<file path="src/rtl/pfc_period_pkg.sv">
package pfc_period_pkg;
  typedef enum logic [1:0] {
    ST_IDLE = 2'd0,
    ST_PREP = 2'd1,
    ST_DIV  = 2'd2,
    ST_FIN  = 2'd3
  } seq_state_e;
endpackage

</file>
<file path="src/rtl/pfc_duty_filter.sv">
module pfc_duty_filter #(
  parameter int DW = 16,
  parameter int FW = DW + 2
) (
  input  logic          clk,
  input  logic          rst_n,
  input  logic          upd,
  input  logic [DW-1:0] duty_in,
  output logic [FW-1:0] y_out
);
  function automatic logic [FW-1:0] leak_step(input logic [FW-1:0] y,
                                              input logic [DW-1:0] x);
    return y + FW'(x) - (y >> 2);
  endfunction

  always_ff @(posedge clk or negedge rst_n) begin
    if (!rst_n) y_out <= '0;
    else if (upd) y_out <= leak_step(y_out, duty_in);
  end
endmodule

</file>
<file path="src/rtl/pfc_period_prep.sv">
module pfc_period_prep #(
  parameter int VW       = 12,
  parameter int DW       = 16,
  parameter int FW       = DW + 2,
  parameter int PW       = 16,
  parameter int BUS_K    = 40000,
  parameter int BUS_SHR  = 15,
  parameter int DUTY_SHR = 8,
  parameter int PER_SHR  = 4,
  parameter int TON_SHR  = 13,
  parameter int NW       = 3 + 2*VW + PW + 1,
  parameter int DENW     = 3 + 2*VW
) (
  input  logic [VW-1:0]   vin,
  input  logic [VW-1:0]   vbus,
  input  logic [VW-1:0]   vin_min,
  input  logic [FW-1:0]   y_filt,
  input  logic [PW-1:0]   t_nom,
  input  logic [PW-1:0]   t_res,
  output logic [NW-1:0]   num,
  output logic [DENW-1:0] den,
  output logic [PW-1:0]   add_term,
  output logic            dcm_mode,
  output logic            den_zero
);
  localparam int PRW = FW + PW;
  localparam int KW  = 16;
  localparam int BW  = VW + KW;

  function automatic logic [PW-1:0] on_time(input logic [FW-1:0] y,
                                            input logic [PW-1:0] per);
    logic [PRW-1:0] prod;
    prod = (PRW'(y >> DUTY_SHR) * PRW'(per >> PER_SHR)) >> TON_SHR;
    return (prod > PRW'({PW{1'b1}})) ? {PW{1'b1}} : prod[PW-1:0];
  endfunction

  function automatic logic [VW-1:0] bus_rescale(input logic [VW-1:0] vb);
    logic [BW-1:0] p;
    p = (BW'(vb) * BW'(BUS_K)) >> BUS_SHR;
    return (p > BW'({VW{1'b1}})) ? {VW{1'b1}} : p[VW-1:0];
  endfunction

  logic [PW-1:0] ton;
  logic [VW-1:0] vo, dv, vc;

  always_comb begin
    ton      = on_time(y_filt, t_nom);
    vo       = bus_rescale(vbus);
    dv       = (vo > vin) ? vo - vin : '0;
    dcm_mode = vin < (vo >> 1);
    vc       = (dcm_mode && (vin < vin_min)) ? vin_min : vin;
    if (dcm_mode) begin
      num      = ((NW'(vc) * NW'(ton) * NW'(vo)) << 3) + NW'(t_res) * NW'(vo) * NW'(dv);
      den      = (DENW'(vc) * DENW'(dv)) << 3;
      add_term = t_res >> 2;
    end else begin
      num      = NW'(ton) * NW'(vo);
      den      = DENW'(dv);
      add_term = t_res >> 1;
    end
    den_zero = (den == '0);
  end
endmodule

</file>
<file path="src/rtl/pfc_seq_divider.sv">
module pfc_seq_divider #(
  parameter int NW   = 44,
  parameter int DENW = 27
) (
  input  logic            clk,
  input  logic            rst_n,
  input  logic            load,
  input  logic [NW-1:0]   num_in,
  input  logic [DENW-1:0] den_in,
  output logic [NW-1:0]   quo_out,
  output logic            last_out
);
  localparam int CW = $clog2(NW + 1);

  logic [NW-1:0]   q;
  logic [DENW:0]   rem, rem_sh, trial;
  logic [DENW-1:0] den_q;
  logic [CW-1:0]   cnt;
  logic            ge;

  always_comb begin
    rem_sh = {rem[DENW-1:0], q[NW-1]};
    ge     = rem_sh >= {1'b0, den_q};
    trial  = rem_sh - {1'b0, den_q};
  end

  always_ff @(posedge clk or negedge rst_n) begin
    if (!rst_n) begin
      q     <= '0;
      rem   <= '0;
      den_q <= '0;
      cnt   <= '0;
    end else if (load) begin
      q     <= num_in;
      rem   <= '0;
      den_q <= den_in;
      cnt   <= CW'(NW);
    end else if (cnt != '0) begin
      rem <= ge ? trial : rem_sh;
      q   <= {q[NW-2:0], ge};
      cnt <= cnt - 1'b1;
    end
  end

  assign quo_out  = q;
  assign last_out = (cnt == CW'(1));
endmodule

</file>
<file path="src/rtl/pfc_resonant_period.sv">
module pfc_resonant_period #(
  parameter int VW       = 12,
  parameter int DW       = 16,
  parameter int PW       = 16,
  parameter int OFW      = 8,
  parameter int BUS_K    = 40000,
  parameter int BUS_SHR  = 15,
  parameter int DUTY_SHR = 8,
  parameter int PER_SHR  = 4,
  parameter int TON_SHR  = 13
) (
  input  logic           clk,
  input  logic           rst_n,
  input  logic           start,
  input  logic           pred_en,
  input  logic [VW-1:0]  vin,
  input  logic [VW-1:0]  vbus,
  input  logic [VW-1:0]  vin_min,
  input  logic [DW-1:0]  duty,
  input  logic [PW-1:0]  t_nom,
  input  logic [PW-1:0]  t_res,
  input  logic [OFW-1:0] trig_ofs,
  output logic [PW-1:0]  ts_out,
  output logic [PW-1:0]  trig_out,
  output logic           done,
  output logic           busy
);
  import pfc_period_pkg::*;

  localparam int FW   = DW + 2;
  localparam int NW   = 3 + 2*VW + PW + 1;
  localparam int DENW = 3 + 2*VW;

  seq_state_e state;

  logic [VW-1:0]  vin_q, vbus_q, vmin_q;
  logic [PW-1:0]  tnom_q, tres_q, add_q;
  logic [OFW-1:0] ofs_q;
  logic           en_q, zero_q;

  logic [FW-1:0]   y_filt;
  logic [NW-1:0]   num_w, quo_w;
  logic [DENW-1:0] den_w;
  logic [PW-1:0]   add_w, ts_w, trig_w;
  logic            dcm_w, den_zero_w, div_last;

  // named internal events for the checker
  logic accept_w, fin_w, div_zero_w;
  assign accept_w   = start && (state == ST_IDLE);
  assign fin_w      = (state == ST_FIN);
  assign div_zero_w = zero_q;
  assign busy       = (state != ST_IDLE);

  function automatic logic [PW-1:0] narrow_sat(input logic [NW-1:0] v);
    return (v > NW'({PW{1'b1}})) ? {PW{1'b1}} : v[PW-1:0];
  endfunction

  function automatic logic [PW-1:0] add_sat(input logic [PW-1:0] a, input logic [PW-1:0] b);
    logic [PW:0] s;
    s = {1'b0, a} + {1'b0, b};
    return s[PW] ? {PW{1'b1}} : s[PW-1:0];
  endfunction

  function automatic logic [PW-1:0] sub_floor(input logic [PW-1:0] a, input logic [PW-1:0] b);
    return (a >= b) ? a - b : '0;
  endfunction

  pfc_duty_filter #(.DW(DW), .FW(FW)) i_filt (
    .clk(clk), .rst_n(rst_n), .upd(accept_w), .duty_in(duty), .y_out(y_filt)
  );

  pfc_period_prep #(
    .VW(VW), .DW(DW), .FW(FW), .PW(PW), .BUS_K(BUS_K), .BUS_SHR(BUS_SHR),
    .DUTY_SHR(DUTY_SHR), .PER_SHR(PER_SHR), .TON_SHR(TON_SHR), .NW(NW), .DENW(DENW)
  ) i_prep (
    .vin(vin_q), .vbus(vbus_q), .vin_min(vmin_q), .y_filt(y_filt),
    .t_nom(tnom_q), .t_res(tres_q), .num(num_w), .den(den_w),
    .add_term(add_w), .dcm_mode(dcm_w), .den_zero(den_zero_w)
  );

  pfc_seq_divider #(.NW(NW), .DENW(DENW)) i_div (
    .clk(clk), .rst_n(rst_n), .load(state == ST_PREP),
    .num_in(num_w), .den_in(den_w), .quo_out(quo_w), .last_out(div_last)
  );

  always_comb begin
    if (!en_q)       ts_w = tnom_q;
    else if (zero_q) ts_w = {PW{1'b1}};
    else             ts_w = add_sat(narrow_sat(quo_w), add_q);
    trig_w = sub_floor(ts_w, PW'({ofs_q, 2'b00}));
  end

  logic dcm_q;

  always_ff @(posedge clk or negedge rst_n) begin
    if (!rst_n) begin
      state    <= ST_IDLE;
      vin_q    <= '0;
      vbus_q   <= '0;
      vmin_q   <= '0;
      tnom_q   <= '0;
      tres_q   <= '0;
      ofs_q    <= '0;
      en_q     <= 1'b0;
      add_q    <= '0;
      zero_q   <= 1'b0;
      dcm_q    <= 1'b0;
      ts_out   <= '0;
      trig_out <= '0;
      done     <= 1'b0;
    end else begin
      done <= 1'b0;
      unique case (state)
        ST_IDLE: if (start) begin
          vin_q  <= vin;
          vbus_q <= vbus;
          vmin_q <= vin_min;
          tnom_q <= t_nom;
          tres_q <= t_res;
          ofs_q  <= trig_ofs;
          en_q   <= pred_en;
          state  <= ST_PREP;
        end
        ST_PREP: begin
          add_q  <= add_w;
          zero_q <= den_zero_w;
          dcm_q  <= dcm_w;
          state  <= ST_DIV;
        end
        ST_DIV: if (div_last) state <= ST_FIN;
        ST_FIN: begin
          ts_out   <= ts_w;
          trig_out <= trig_w;
          done     <= 1'b1;
          state    <= ST_IDLE;
        end
        default: state <= ST_IDLE;
      endcase
    end
  end
endmodule

</file>
<file path="config.mk">
export PLATFORM = sky130hd
export DESIGN_NAME = pfc_resonant_period
export DESIGN_NICKNAME = d
export VERILOG_FILES = /design/src/rtl/pfc_period_pkg.sv /design/src/rtl/pfc_duty_filter.sv /design/src/rtl/pfc_period_prep.sv /design/src/rtl/pfc_seq_divider.sv /design/src/rtl/pfc_resonant_period.sv
export SDC_FILE = /design/constraint.sdc
export NUM_CORES = 2
export LEC_CHECK = 0
export ABC_AREA = 1
export BUFFER_PORTS_ARGS = -buffer_cell sky130_fd_sc_hd__buf_4
export CAP_MARGIN = 20
export CELL_PAD_IN_SITES_DETAIL_PLACEMENT = 1
export CELL_PAD_IN_SITES_GLOBAL_PLACEMENT = 2
export CORE_MARGIN = 4
export CORE_UTILIZATION = 40
export CTS_BUF_LIST = sky130_fd_sc_hd__clkbuf_8 sky130_fd_sc_hd__clkbuf_16
export CTS_CLUSTER_DIAMETER = 120
export DETAILED_ROUTE_END_ITERATION = 6
export PLACE_DENSITY = 0.91
export RECOVER_POWER = 100
export SETUP_SLACK_MARGIN = 0.4
export SLEW_MARGIN = 20
export SYNTH_ARGS = -nofsm -noshare
export SYNTH_HDL_FRONTEND = slang
export SYNTH_HIERARCHICAL = 1
export SYNTH_SLANG_ARGS = --single-unit
</file>
<file path="constraint.sdc">
create_clock -name clk -period 22.8 [get_ports clk]
set_clock_uncertainty 0.15 [all_clocks]
set_input_delay 1.14 -clock clk [delete_from_list [all_inputs] [get_ports clk]]
set_output_delay 1.14 -clock clk [all_outputs]
set_load 0.01 [all_outputs]
</file>
==> qor.yml <==
wl_per_cell_um: 19.91
synthTopCellsByCount: "2,319 x nand2_1, 1,845 x inv_1, 1,010 x fa_1, 632 x ha_1, 400 x nor2_1"
max_freq_mhz: 47.55
syn_to_final_growth_pct: 5.901
nets: 9669
start_kind: "register"
hold_viol: 0
synthFlopType: "dfrtp_1"
dp_hpwl_um: 164000
register_area_um2: 6281
dieArea_um2: 158100
rsz0062_at_grt: "no"
vias_per_cell: 5.154
setup_viol: 0
io_pins: 130
finalMaxSlewViolations: 618
synth_most_common_cell: "nand2_1"
synth_top_area_share_pct: 33.31
slowest_stage: "fa_1"
path_class: "register to register"
cts.hold.buffers_added: 0
htreeDepth: 1
fin_crit_sh_pct: 92.24
synthCells: 7980
grt_usage_pct: 25.55
async_reset_ff_share_pct: 100.0
crit_top_cell: "inv_1"
synth_area_leaders: "fa_1 33%, nand2_1 14%, ha_1 13%"
drc: 0
maxCapViolCount: 9
crit_path_end_kind: "register"
syn_area_um2: 60700
die_height_um: 397.6
grt_max_degree: 140
fillers: 18836
vias: 51379
die_w_um: 397.6
routabilityCongestion: 0.9122
antenna_found_initial: 4
hold_path.startpoint: "trig_out[3]"
tightest_slew_ns: 7.800
initial_core_util_pct: 40.38
timing.reg2reg.setup_slack_ns: 1.77
crit_start: "vbus_q[4]"
cp_slowest_stage_delay_ns: 0.59
firstDrtPassIters: 5
postSynthAreaPerCell_um2: 7.607
io_buffers: 129
finalSetupTns_ns: 0
cts.sinks: 251
cts_tree: "built"
antenna_left: 0
clk_pin_slew_ns: 0.07
ys_warn_count: 6
wl_um: 198500
core_um2: 150300
violations: "max-capacitance violations, max-slew violations"
hold_path_class: "register to register"
clk_latency_ns: 0.62
cp_max_fo: 22
synth_top_area_cell: "fa_1"
clockBufferDepth: 3
grt_pass1_wl_um: 320000
grt_pass1_vias: 57177
arrival_ns: 21.39
crit_required_ns: 23.16
status: "complete, but fails checks"
antenna_cells: 0
grt_remaining_overflow: 0
cts_root_buffer: "clkbuf_16"
first_iter_violations: 2723
hold_slack_ns: 0.3371
period_needed_ns: 21.03
rows: 142
synth_seq_cells: 251
timing.rr.start: "vbus_q[4]"
synth-edff-count: 0
numCtsBuffers: 29
seq_area_frac_synth_pct: 10.35
synth.distinct_cells: 63
relSlewSlack_pct: -420.0
drive_above_1_share_pct: 4.652
multiInputGateArea_um2: 46120
==> repair_timing <==
action	CTS	global route
setup buffers	0	0
endpoints found under the setup margin	0	7
gates resized for setup	0	4
==> critical path, delay by kind of cell, from the launching register on <==
kind	cells	cell delay, ns
adders and majority gates	23	10.38
AOI/OAI and AO/OA	24	4.42
and+or+nand+nor	18	2.46
buffers and inverters	24	2.14
xor gates and xnor gates	3	0.92
DFF	1	0.41
==> final timing paths <==
path | endpoint | cells after the start
max in group asynchronous | i_div/quo_out[35] | 2
min reg2reg | trig_out[3] | 2
max reg2reg | i_div/quo_out[36] | 92
min in group asynchronous | i_filt/y_out[1] | 1
min | trig_out[3] | 2
max | i_div/quo_out[36] | 92
==> per-stage QoR <==
step	instance area [um^2]	cells	setup slack [ns]	util, %
floorplan	60710	7982	4.542	-
global placement	63510	9916	1.976	42.26
detailed placement	63510	9916	1.387	42.26
CTS	64530	9969	1.261	42.93
global route	64280	9969	0.2694	42.77
finish	64280	9969	1.768	42.77
==> flip-flops by register name, summed over array words and instances (netlist names), 8 cells and up <==
signal,cells
add_q,16
i_div/den_q,27
i_div/quo_out,44
i_div/rem,27
i_filt/y_out,18
ofs_q,8
tnom_q,16
tres_q,16
trig_out,16
ts_out,16
vbus_q,12
vin_q,12
vmin_q,12
==> cells in the final DEF, fill, tap and decap left out, types with 11 or more instances in the layout <==
cell type / count
ha_1: 632
nor4_1: 13
a21o_1: 19
clkbuf_16: 29
inv_2: 30
xor2_1: 86
a31oi_1: 16
xnor2_1: 75
nor2_1: 400
or2_2: 32
dfrtp_1: 251
nand3b_1: 18
nand2_1: 2323
a22oi_1: 41
buf_4: 150
a21oi_1: 274
o211ai_1: 17
nor3_1: 28
o21bai_1: 18
nand4_1: 25
nand2_2: 24
fa_1: 1010
o21ai_1: 13
o21a_1: 11
mux2_2: 16
o21ai_0: 193
inv_1: 1844
clkbuf_1: 44
nand3_1: 181
==> cell families after synthesis <==
| logic type | Yosys count | share of synthesized area [%] |
|---|---|---|
| muxes | 16 | 0.2968 |
| DFF | 251 | 10.35 |
| buffers and inverters | 2156 | 13.78 |
| xor gates and xnor gates | 174 | 2.535 |
| adders and majority gates | 1642 | 46.34 |
| AOI/OAI and AO/OA | 654 | 6.318 |
| other | 1 | 0.006178 |
| and+or+nand+nor | 3086 | 20.38 |
==> area by class of cell <==
cell class | count | area share [%]
clock buffers | 30 | 1.150
clock inverters | 23 | 0.4224
inverters | 1880 | 10.98
multi-input cells | 5575 | 71.74
flip-flops and latches | 251 | 9.771
well taps | 2016 | 3.924
repair buffers | 194 | 2.009
==> routing by layer <==
metal / up-vias / routed length [um] / global-route usage (%)
li1: 23533 / - / -
met1: 26430 / 85820 / 33.41
met2: 1128 / 96390 / 44.28
met3: 284 / 10260 / 3.639
met4: 4 / 6013 / 6.857
met5: - / 26 / 0
Power is left out: the tool's default activity adds up to more than one toggle a clock period on the data nets, which glitch-free logic cannot reach.
